### src/rtl/can_err_pkg.sv
package can_err_pkg;
  typedef enum logic [2:0] {
    EC_NONE   = 3'd0,
    EC_STUFF  = 3'd1,
    EC_FORM   = 3'd2,
    EC_ACK    = 3'd3,
    EC_BIT1   = 3'd4,
    EC_BIT0   = 3'd5,
    EC_CRC    = 3'd6,
    EC_UNREAD = 3'd7
  } err_code_e;
endpackage

### src/rtl/can_ssp_tap.sv
module can_ssp_tap
  import can_err_pkg::*;
#(
  parameter int OFS_W = 6
) (
  input  logic             clk,
  input  logic             rst,
  input  logic             bit_start,
  input  logic             enable,
  input  logic             tx_bit,
  input  logic             rx_bit,
  input  logic [OFS_W-1:0] tdc_offset,
  output err_code_e        ssp_code
);
  localparam logic [OFS_W-1:0] CNT_MAX = {OFS_W{1'b1}};

  logic [OFS_W-1:0] cnt;
  logic             armed;
  logic             tx_lat;
  logic             hit;

  // compare point: cnt counts cycles elapsed since the bit_start cycle
  assign hit = armed && !bit_start && (cnt == tdc_offset);

  always_ff @(posedge clk) begin
    if (rst) begin
      cnt    <= '0;
      armed  <= 1'b0;
      tx_lat <= 1'b1;
    end else if (bit_start) begin
      cnt    <= {{(OFS_W-1){1'b0}}, 1'b1};
      armed  <= 1'b1;
      tx_lat <= tx_bit;
    end else begin
      if (cnt != CNT_MAX) cnt <= cnt + 1'b1;
      if (hit) armed <= 1'b0;
    end
  end

  always_comb begin
    ssp_code = EC_NONE;
    if (hit && enable) begin
      if (tx_lat && !rx_bit)      ssp_code = EC_BIT1;
      else if (!tx_lat && rx_bit) ssp_code = EC_BIT0;
    end
  end

  // at most one secondary compare per bit
  p_ssp_once_r8: assert property (@(posedge clk) disable iff (rst)
    (hit && !bit_start) |=> !hit);
endmodule

### src/rtl/can_sp_check.sv
module can_sp_check
  import can_err_pkg::*;
#(
  parameter int STUFF_LIMIT = 5
) (
  input  logic      clk,
  input  logic      rst,
  input  logic      sample_pt,
  input  logic      tx_bit,
  input  logic      rx_bit,
  input  logic      transmitting,
  input  logic      in_arb,
  input  logic      in_stuffed,
  input  logic      fixed_form,
  input  logic      ack_slot,
  input  logic      data_phase,
  input  logic      crc_bad,
  output err_code_e sp_code
);
  localparam int RW = $clog2(STUFF_LIMIT + 2);
  localparam logic [RW-1:0] RUN_MAX = RW'(STUFF_LIMIT + 1);
  localparam logic [RW-1:0] RUN_LIM = RW'(STUFF_LIMIT);

  logic [RW-1:0] run;
  logic          last_rx;
  logic          same;
  logic          chk_bits;
  logic          e_bit1, e_bit0, e_stuff, e_form, e_crc, e_ack;

  assign same     = (run != '0) && (rx_bit == last_rx);
  assign chk_bits = sample_pt && transmitting && !data_phase;
  assign e_bit1   = chk_bits && tx_bit && !rx_bit && !in_arb && !ack_slot;
  assign e_bit0   = chk_bits && !tx_bit && rx_bit;
  assign e_stuff  = sample_pt && in_stuffed && same && (run >= RUN_LIM);
  assign e_form   = sample_pt && fixed_form && !rx_bit;
  assign e_crc    = sample_pt && crc_bad;
  assign e_ack    = sample_pt && transmitting && ack_slot && rx_bit;

  always_ff @(posedge clk) begin
    if (rst) begin
      run     <= '0;
      last_rx <= 1'b1;
    end else if (sample_pt) begin
      if (in_stuffed) begin
        last_rx <= rx_bit;
        if (same) run <= (run == RUN_MAX) ? RUN_MAX : run + 1'b1;
        else      run <= {{(RW-1){1'b0}}, 1'b1};
      end else begin
        run <= '0;
      end
    end
  end

  always_comb begin
    if (e_bit1)       sp_code = EC_BIT1;
    else if (e_bit0)  sp_code = EC_BIT0;
    else if (e_stuff) sp_code = EC_STUFF;
    else if (e_form)  sp_code = EC_FORM;
    else if (e_crc)   sp_code = EC_CRC;
    else if (e_ack)   sp_code = EC_ACK;
    else              sp_code = EC_NONE;
  end

  // recessive overwritten in arbitration is lost arbitration, not bit1
  p_arb_loss_quiet_r2: assert property (@(posedge clk) disable iff (rst)
    (sample_pt && transmitting && in_arb && tx_bit && !rx_bit) |-> (sp_code != EC_BIT1));
  // a stuff code only comes from inside a stuffed region
  p_stuff_region_r1: assert property (@(posedge clk) disable iff (rst)
    (sp_code == EC_STUFF) |-> in_stuffed);
  // no sample-point bit errors in the data phase
  p_dp_no_sp_bit_r8: assert property (@(posedge clk) disable iff (rst)
    data_phase |-> (sp_code != EC_BIT1 && sp_code != EC_BIT0));
endmodule

### src/rtl/can_err_record.sv
module can_err_record
  import can_err_pkg::*;
(
  input  logic      clk,
  input  logic      rst,
  input  logic      wr,
  input  logic      wr_dp,
  input  err_code_e wr_code,
  input  logic      rd_arb,
  input  logic      rd_data,
  output err_code_e arb_code,
  output err_code_e data_code,
  output logic      err_pulse,
  output err_code_e err_code,
  output logic      err_in_data
);
  always_ff @(posedge clk) begin
    if (rst) begin
      arb_code    <= EC_NONE;
      data_code   <= EC_NONE;
      err_pulse   <= 1'b0;
      err_code    <= EC_NONE;
      err_in_data <= 1'b0;
    end else begin
      err_pulse <= wr;
      if (wr) begin
        err_code    <= wr_code;
        err_in_data <= wr_dp;
      end
      if (wr && !wr_dp) arb_code  <= wr_code;
      else if (rd_arb)  arb_code  <= EC_UNREAD;
      if (wr && wr_dp)  data_code <= wr_code;
      else if (rd_data) data_code <= EC_UNREAD;
    end
  end

  // a read with no concurrent write marks the field unread
  p_read_marks_r10: assert property (@(posedge clk) disable iff (rst)
    (rd_arb && !(wr && !wr_dp)) |=> (arb_code == EC_UNREAD));
  // quiet cycles leave the fields alone
  p_hold_r12: assert property (@(posedge clk) disable iff (rst)
    (!wr && !rd_arb && !rd_data) |=> ($stable(arb_code) && $stable(data_code)));
  // a pulse always carries a real error class
  p_pulse_code_r11: assert property (@(posedge clk) disable iff (rst)
    err_pulse |-> (err_code != EC_NONE && err_code != EC_UNREAD));
endmodule

### src/rtl/can_err_classifier.sv
module can_err_classifier
  import can_err_pkg::*;
#(
  parameter int OFS_W       = 6,
  parameter int STUFF_LIMIT = 5
) (
  input  logic             clk,
  input  logic             rst,
  input  logic             bit_start,
  input  logic             sample_pt,
  input  logic             tx_bit,
  input  logic             rx_bit,
  input  logic             transmitting,
  input  logic             in_arb,
  input  logic             in_stuffed,
  input  logic             fixed_form,
  input  logic             ack_slot,
  input  logic             data_phase,
  input  logic             crc_bad,
  input  logic [OFS_W-1:0] tdc_offset,
  input  logic             rd_arb,
  input  logic             rd_data,
  output logic [2:0]       arb_code,
  output logic [2:0]       data_code,
  output logic             err_pulse,
  output logic [2:0]       err_code,
  output logic             err_in_data
);
  err_code_e ssp_code, sp_code, sel_code;
  err_code_e arb_q, data_q, pulse_q;
  logic      ssp_err, wr, wr_dp;

  can_ssp_tap #(.OFS_W(OFS_W)) u_ssp (
    .clk(clk), .rst(rst), .bit_start(bit_start),
    .enable(data_phase && transmitting),
    .tx_bit(tx_bit), .rx_bit(rx_bit), .tdc_offset(tdc_offset),
    .ssp_code(ssp_code)
  );

  can_sp_check #(.STUFF_LIMIT(STUFF_LIMIT)) u_sp (
    .clk(clk), .rst(rst), .sample_pt(sample_pt),
    .tx_bit(tx_bit), .rx_bit(rx_bit), .transmitting(transmitting),
    .in_arb(in_arb), .in_stuffed(in_stuffed), .fixed_form(fixed_form),
    .ack_slot(ack_slot), .data_phase(data_phase), .crc_bad(crc_bad),
    .sp_code(sp_code)
  );

  assign ssp_err  = (ssp_code != EC_NONE);
  assign sel_code = ssp_err ? ssp_code : sp_code;
  assign wr       = ssp_err || (sp_code != EC_NONE);
  assign wr_dp    = ssp_err || data_phase;

  can_err_record u_rec (
    .clk(clk), .rst(rst), .wr(wr), .wr_dp(wr_dp), .wr_code(sel_code),
    .rd_arb(rd_arb), .rd_data(rd_data),
    .arb_code(arb_q), .data_code(data_q),
    .err_pulse(err_pulse), .err_code(pulse_q), .err_in_data(err_in_data)
  );

  assign arb_code  = arb_q;
  assign data_code = data_q;
  assign err_code  = pulse_q;

  // the pulsed code lands in the field named by err_in_data
  p_route_data_r7: assert property (@(posedge clk) disable iff (rst)
    (err_pulse && err_in_data) |-> (data_code == err_code));
  p_route_arb_r7: assert property (@(posedge clk) disable iff (rst)
    (err_pulse && !err_in_data) |-> (arb_code == err_code));
  // a secondary-point bit error always wins the cycle
  p_ssp_wins_r9: assert property (@(posedge clk) disable iff (rst)
    ssp_err |=> (err_pulse && (err_code == 3'd4 || err_code == 3'd5)));
endmodule

### config.mk
export PLATFORM = sky130hd
export DESIGN_NAME = can_err_classifier
export DESIGN_NICKNAME = d
export VERILOG_FILES = /design/src/rtl/can_err_pkg.sv /design/src/rtl/can_ssp_tap.sv /design/src/rtl/can_sp_check.sv /design/src/rtl/can_err_record.sv /design/src/rtl/can_err_classifier.sv
export SDC_FILE = /design/constraint.sdc
export NUM_CORES = 1
export LEC_CHECK = 0
export BUFFER_PORTS_ARGS = -buffer_cell sky130_fd_sc_hd__buf_2
export CAP_MARGIN = 15
export CORE_ASPECT_RATIO = 0.9
export CORE_UTILIZATION = 27
export CTS_CLUSTER_DIAMETER = 80
export DETAILED_ROUTE_END_ITERATION = 6
export HOLD_SLACK_MARGIN = 0.02
export PLACE_DENSITY = 0.52
export SYNTH_ARGS = -nofsm -noshare
export SYNTH_HDL_FRONTEND = slang
export SYNTH_SLANG_ARGS = --single-unit
export TNS_END_PERCENT = 5
### constraint.sdc
create_clock -name clk -period 6.25 [get_ports clk]
set_input_delay 1.875 -clock clk [delete_from_list [all_inputs] [get_ports clk]]
set_output_delay 1.875 -clock clk [all_outputs]
set_load 0.02 [all_outputs]
### Word-level counts from Yosys, hierarchy flattened

Cells that the tools add are included.
W data, S select, Z words.

| storage, ports and cells | value |
|---|---|
| word-level logic and storage cells | 83 |
| flip-flop bits (word level) | 23 |

| operators by class | value |
|---|---|
| multiplexer cells | 21 |
| reduce and logical (&&, ||, !) cells | 44 |
| $add $sub $neg | 2 |
| equality and inequality tests | 4 |
| order comparisons | 1 |

Operator list:

| operator | number |
|---|---|
| $mux W3 | 16 |
| $logic_and A1 B1 Y1 | 25 |
| $reduce_bool A3 Y1 | 3 |
| $logic_not A1 Y1 | 8 |
| $reduce_bool A2 Y1 | 4 |
| $add A6 B1 Y6 const B | 1 |
| $eq A6 B6 Y1 | 1 |
| $ne A6 B6 Y1 const B | 1 |
| $mux W1 | 4 |
| $add A3 B1 Y3 const B | 1 |
| $eq A3 B3 Y1 const B | 1 |
| $ge A3 B3 Y1 const B | 1 |
| $logic_or A1 B1 Y1 | 2 |
| $mux W2 | 1 |
| $reduce_and A2 Y1 | 1 |
| $reduce_or A2 Y1 | 1 |
| $eq A1 B1 Y1 | 1 |

### Logic depth before layout (Yosys ltp)

| depth | value |
|---|---|
| depth after elaboration | 13 |
| mapped depth | 7 |
| gate-level depth less buffers | 7 |

### Modules after synthesis

From an unflattened synthesis, not the netlist that was laid out.

| unflattened totals | value |
|---|---|
| cells, all modules | 157 |
| area total of the unflattened synthesis | 1,411.4 um^2 |

By module, submodules not included:

| module | area each (um^2) | seq. area each (um^2) | times used | cells each |
|---|---|---|---|---|
| can_ssp_tap | 525.5 | 160.2 | 1 | 59 |
| can_err_record | 422.9 | 220.2 | 1 | 42 |
| can_sp_check | 397.9 | 80.1 | 1 | 45 |
| can_err_classifier | 65.1 | 0.0 | 1 | 11 |

### Least setup slack after synthesis

No wires, ideal clock.

| path | value |
|---|---|
| path kind | input-to-reg |
| start | in rx_bit |
| end | reg u_rec.err_in_data |
| setup time | 0.079 ns |
| setup slack | 2.976 ns |
| stages | 5 |
| arrival | 3.194 ns |
| cell sequence | or4b_4 a211oi_4 a2111oi_4 and2_1 a211oi_2 |

| between the ends | value |
|---|---|
| longest elaborated chain between the ends | 9 |

RTL lines:

| element | RTL line | text |
|---|---|---|
| start: declaration | can_err_classifier.sv:12 | `input logic rx_bit,` |
| $logic_and A1 B1 Y1 or $eq A1 B1 Y1 (tied branches) | can_sp_check.sv:37, can_sp_check.sv:30 |  |
| $mux W2 or $logic_and A1 B1 Y1 (tied branches) | can_sp_check.sv:60, can_sp_check.sv:30 |  |
| $mux W3 or $logic_and A1 B1 Y1 (tied branches) | can_sp_check.sv:59, can_sp_check.sv:34 |  |
| $mux W3 or $logic_and A1 B1 Y1 (tied branches) | can_sp_check.sv:58, can_sp_check.sv:34 |  |
| $mux W3 | can_sp_check.sv:57 | `else if (e_stuff) sp_code = EC_STUFF;` |
| $mux W3 | can_sp_check.sv:56 | `else if (e_bit0) sp_code = EC_BIT0;` |
| $mux W3 | can_sp_check.sv:55 | `if (e_bit1) sp_code = EC_BIT1;` |
| $reduce_bool A3 Y1 | can_err_classifier.sv:50 | `assign wr = ssp_err \|\| (sp_code != EC_NONE);` |
| $logic_or A1 B1 Y1 | can_err_classifier.sv:50 |  |
| end signal: assignment | can_err_record.sv:28 | `err_in_data <= wr_dp;` |
| end: declaration | can_err_record.sv:15 | `output logic err_in_data` |

Several ways; a longest one is shown, not always the timed one.
A chain may end at the register's enable or synchronous reset.

### Final worst setup path

| path | value |
|---|---|
| start | in tdc_offset[2] |
| end | reg u_rec.err_in_data |

| between the ends | value |
|---|---|
| longest elaborated chain between the ends | 6 |

RTL lines:

| element | RTL line | text |
|---|---|---|
| start: declaration | can_err_classifier.sv:20 | `input logic [OFS_W-1:0] tdc_offset,` |
| $eq A6 B6 Y1 (*) | can_ssp_tap.sv:23 | `assign hit = armed && !bit_start && (cnt == tdc_offset);` |
| $logic_and A1 B1 Y1 (*) | can_ssp_tap.sv:23 |  |
| $logic_and A1 B1 Y1 (*) | can_ssp_tap.sv:42 | `if (hit && enable) begin` |
| $mux W3 (*) | can_ssp_tap.sv:42 |  |
| $reduce_bool A3 Y1 (*) | can_err_classifier.sv:48 | `assign ssp_err = (ssp_code != EC_NONE);` |
| $logic_or A1 B1 Y1, on equally long branches | can_err_classifier.sv:51, can_err_classifier.sv:50 |  |

Every way passes the cells marked *; elsewhere a longest branch is shown, timed or not.

==> key figures <==
Timing
  • Max Clock Skew: 0.003364 ns
  • Minimum clock period: 3.342 ns
  • Worst Hold Slack: 0.4593 ns
  • Endpoints failing hold: 0
  • Setup TNS: 0 ns
  • Finish-stage setup viols: 0
  • Max Freq: 299.2 MHz
  • Fin crit share: 53.47%
  • RSZ-0062 raised after global routing: no
  • Worst-Margin Slew: 0.5885 ns
  • Slew HR: 60.73%
  • Final Max Tran Viols: 0

Route
  • Final antenna-violating net count: 0
  • Drt wl/cell: 11.80 microns
  • Vias: 1150
  • First-pass iteration count of the detailed router: 4
  • Initial DRC Count: 60
  • Routed Wire Length: 2.867 mm
  • Via-to-Cell Ratio: 4.733
  • Drt drc: 0

Clocking
  • Clock tree buffer depth: 2
  • Post_cts resized: 0
  • TritonCTS clock tree: built
  • Clock Root Buffer: clkbuf_8
  • Clk slew on worst S/H paths: 0.09 ns
  • Postcts setup bufs: 0
  • CTS Buf Count: 3
  • Sinks on the clock net: 23
  • Worst skew pair latency: 0.27 ns
  • CTS Hold Bufs: 0
  • H-Tree Depth: 1

Yosys
  • Post-Syn Nets: 177
  • Ys async rst share: 0%
  • Top cells by instance count after synthesis: 23 x dfxtp_1, 19 x nor2_1, 14 x a21oi_1
  • Post-Synth Adder-Cell Area: 5.698%
  • Synth Area in XOR/XNOR: 5.983%
  • Yosys warns: 0
  • Sequential area share after synthesis: 34.95%
  • Compound-Gate Fraction of Synth Area: 24.12%
  • Mapped Area: 1318 sq um
  • Synth Area in Simple Gates: 24.98%
  • Post-synthesis mux area share: 0.7597%
  • Largest family of logic cells by synthesized area: simple AND/OR/NAND/NOR gates
  • Main synth FF type: dfxtp_1
  • Post-synth top area cell: dfxtp_1
  • Share of the synthesized area in the top cell type: 34.95%
  • Syn avg cell area: 8.783 sq um
  • Area contributors post-synth: dfxtp_1 35%, ha_1 5.7%, nor2_1 5.4%, a21oi_1 5.3%, xor2_1 5.3%
  • Register bit total from synthesis: 23
  • Yosys cell types: 46
  • Synthesized instance count: 150
  • Count leader, synth: dfxtp_1
  • Post-synth EDFFs: 0

Pwr
  • Maximum VDD drop: 116.7 uV
  • PwrDens: 202.4 nW/um^2
  • Leak: 0.6607 nW

Die
  • IO Count: 32
  • Die W: 75.64 microns
  • Die area: 5164 sq um
  • Chip height: 68.27 microns
  • Core area: 4576 sq um
  • Initial cell density of the core: 28.79%
  • Site Rows: 23

Layout
  • Layout fillers: 491
  • Final #Nets: 209
  • Share of layout cells above drive strength 1: 23.76%
  • # diodes: 0
  • P&R area growth vs syn: 20.13%
  • Post-route cell area: 1583 sq um

Worst setup path
  • CP Cell Sequence: buf_2 -> xor2_1 -> nor4_2 -> o2111ai_1 -> and2_1 -> a211oi_2
  • CP Max Fanout: 7
  • WP data arrival: 3.53 ns
  • Slowest CP cell: nor4_2
  • Startpoint types: input pin
  • WS Path Type: in2reg
  • Critical Path RT: 6.44 ns
  • Worst Path Buf+Inv: 1
  • Critical path's top delay family: simple AND/OR/NAND/NOR gates
  • CP Capture Type: register
  • Worst path max stage delay: 0.47 ns

Run status
  • Outcome: finished, final reports clean

Placed design
  • I/O Buffers: 31
  • Area after DPL: 1534 sq um
  • Detailed Place HPWL: 2.233 mm
  • Routability Congestion: 0.7901

Worst hold path
  • Hold WC Path Type: reg2reg

Global route
  • GRT Util Overall: 11.99%
  • GR peak layer: met2
  • Largest net degree at the start of global routing: 19
  • Initial antenna violation count: 0
  • Met1 Track Usage GR: 17.23%
  • Met3 Use GR: 3.387%
  • Vias in the first global route: 1013
  • GRT met2 Usage: 17.52%
  • First-pass GRT wire length: 4.636 mm
  • Congestion Overflow GR: 0

Run
  • Max-Cap Viols: 0
==> worst reg2reg max path, cell delays in order (launching register included) <==
cell and delay, ns:
dfxtp_1 0.36, xor2_1 0.18, nor4_2 0.47, o2111ai_1 0.41, and2_1 0.33, a211oi_2 0.22
==> sequential cells by signal, summed over array words and instances, names as in the netlist <==
name and cells:
u_rec.arb_code 3, u_rec.data_code 3, u_rec.err_code 3, u_rec.err_in_data 1, u_rec.err_pulse 1, u_sp.last_rx 1
u_sp.run 3, u_ssp.armed 1, u_ssp.cnt 6, u_ssp.tx_lat 1
==> kinds of logic (layout without fill, tap and decap cells) <==
family                   after synthesis  after routing
multiplexers                           1              1
XOR/XNOR                               9              9
AO/OA/AOI/OAI                         40             40
flip-flops                            23             23
AND/OR/NAND/NOR                       59             59
buffers and inverters                 12             43
adder cells (fa/ha/maj)                6              6
==> where the power goes <==
part	internal (mW)	total (mW)	switching (mW)
clock network	0.0452	0.0969	0.0517
registers	0.155	0.161	0.00550
logic	0.0253	0.0628	0.0375
total	0.226	0.320	0.0947
==> layout make-up <==
type,count,area [sq um],share of cell area [%]
Multi-Input combinational cell,115,810.8,51.23
Sequential cell,23,460.4,29.09
Tap cell,62,77.57,4.901
Clock buffer,3,41.29,2.609
Clock inverter,1,7.507,0.4743
Timing Repair Buffer,31,155.1,9.802
Inverter,8,30.03,1.897
==> metrics by stage <==
stage	utilization (%)	cells	setup WS, ns	power (mW)
after floorplan	-	150	2.976	0.2053
final	34.59	243	2.908	0.3204
after CTS	34.59	243	2.907	0.3249
after global routing	34.59	243	2.715	0.3377
after detailed placement	33.52	239	2.616	0.2274
after global placement	33.52	239	2.570	0.2280
==> routing by layer <==
metal | wire length (microns) | vias up
li1 | - | 609
met1 | 1517 | 510
met2 | 1185 | 29
met3 | 147 | 2
met4 | 17 | 0
met5 | 0 | -
==> final timing paths <==
kind | start | to | slack [ns] | cells after the start
worst max register to register | u_ssp.cnt[2] | u_rec.err_in_data | 4.21 | 5
worst min register to register | u_rec.err_code[1] | u_rec.err_code[1] | 0.46 | 2
worst max-delay path | tdc_offset[2] | u_rec.err_in_data | 2.91 | 6
worst min-delay path | u_rec.err_code[1] | u_rec.err_code[1] | 0.46 | 2
==> placed cells by master (no fill, tap or decap), types with 2 or more instances in the layout <==
cell type  Yosys  routed
nand4_1        2       2
nand2_1        8       8
o211ai_1       2       2
a31oi_1        2       2
or2_2          2       2
a211oi_1       3       3
buf_2          1      31
clkbuf_8       0       3
nor3_1         5       5
inv_1          8       8
o32a_1         2       2
xor2_1         8       8
nand2b_1       2       2
o21a_1         3       3
nand3b_1       3       3
ha_1           6       6
nor2b_1        2       2
a21oi_1       14      14
dfxtp_1       23      23
nand3_1        7       7
a311o_1        2       2
nor2_1        19      19
Power figures use the tool's default switching activity.
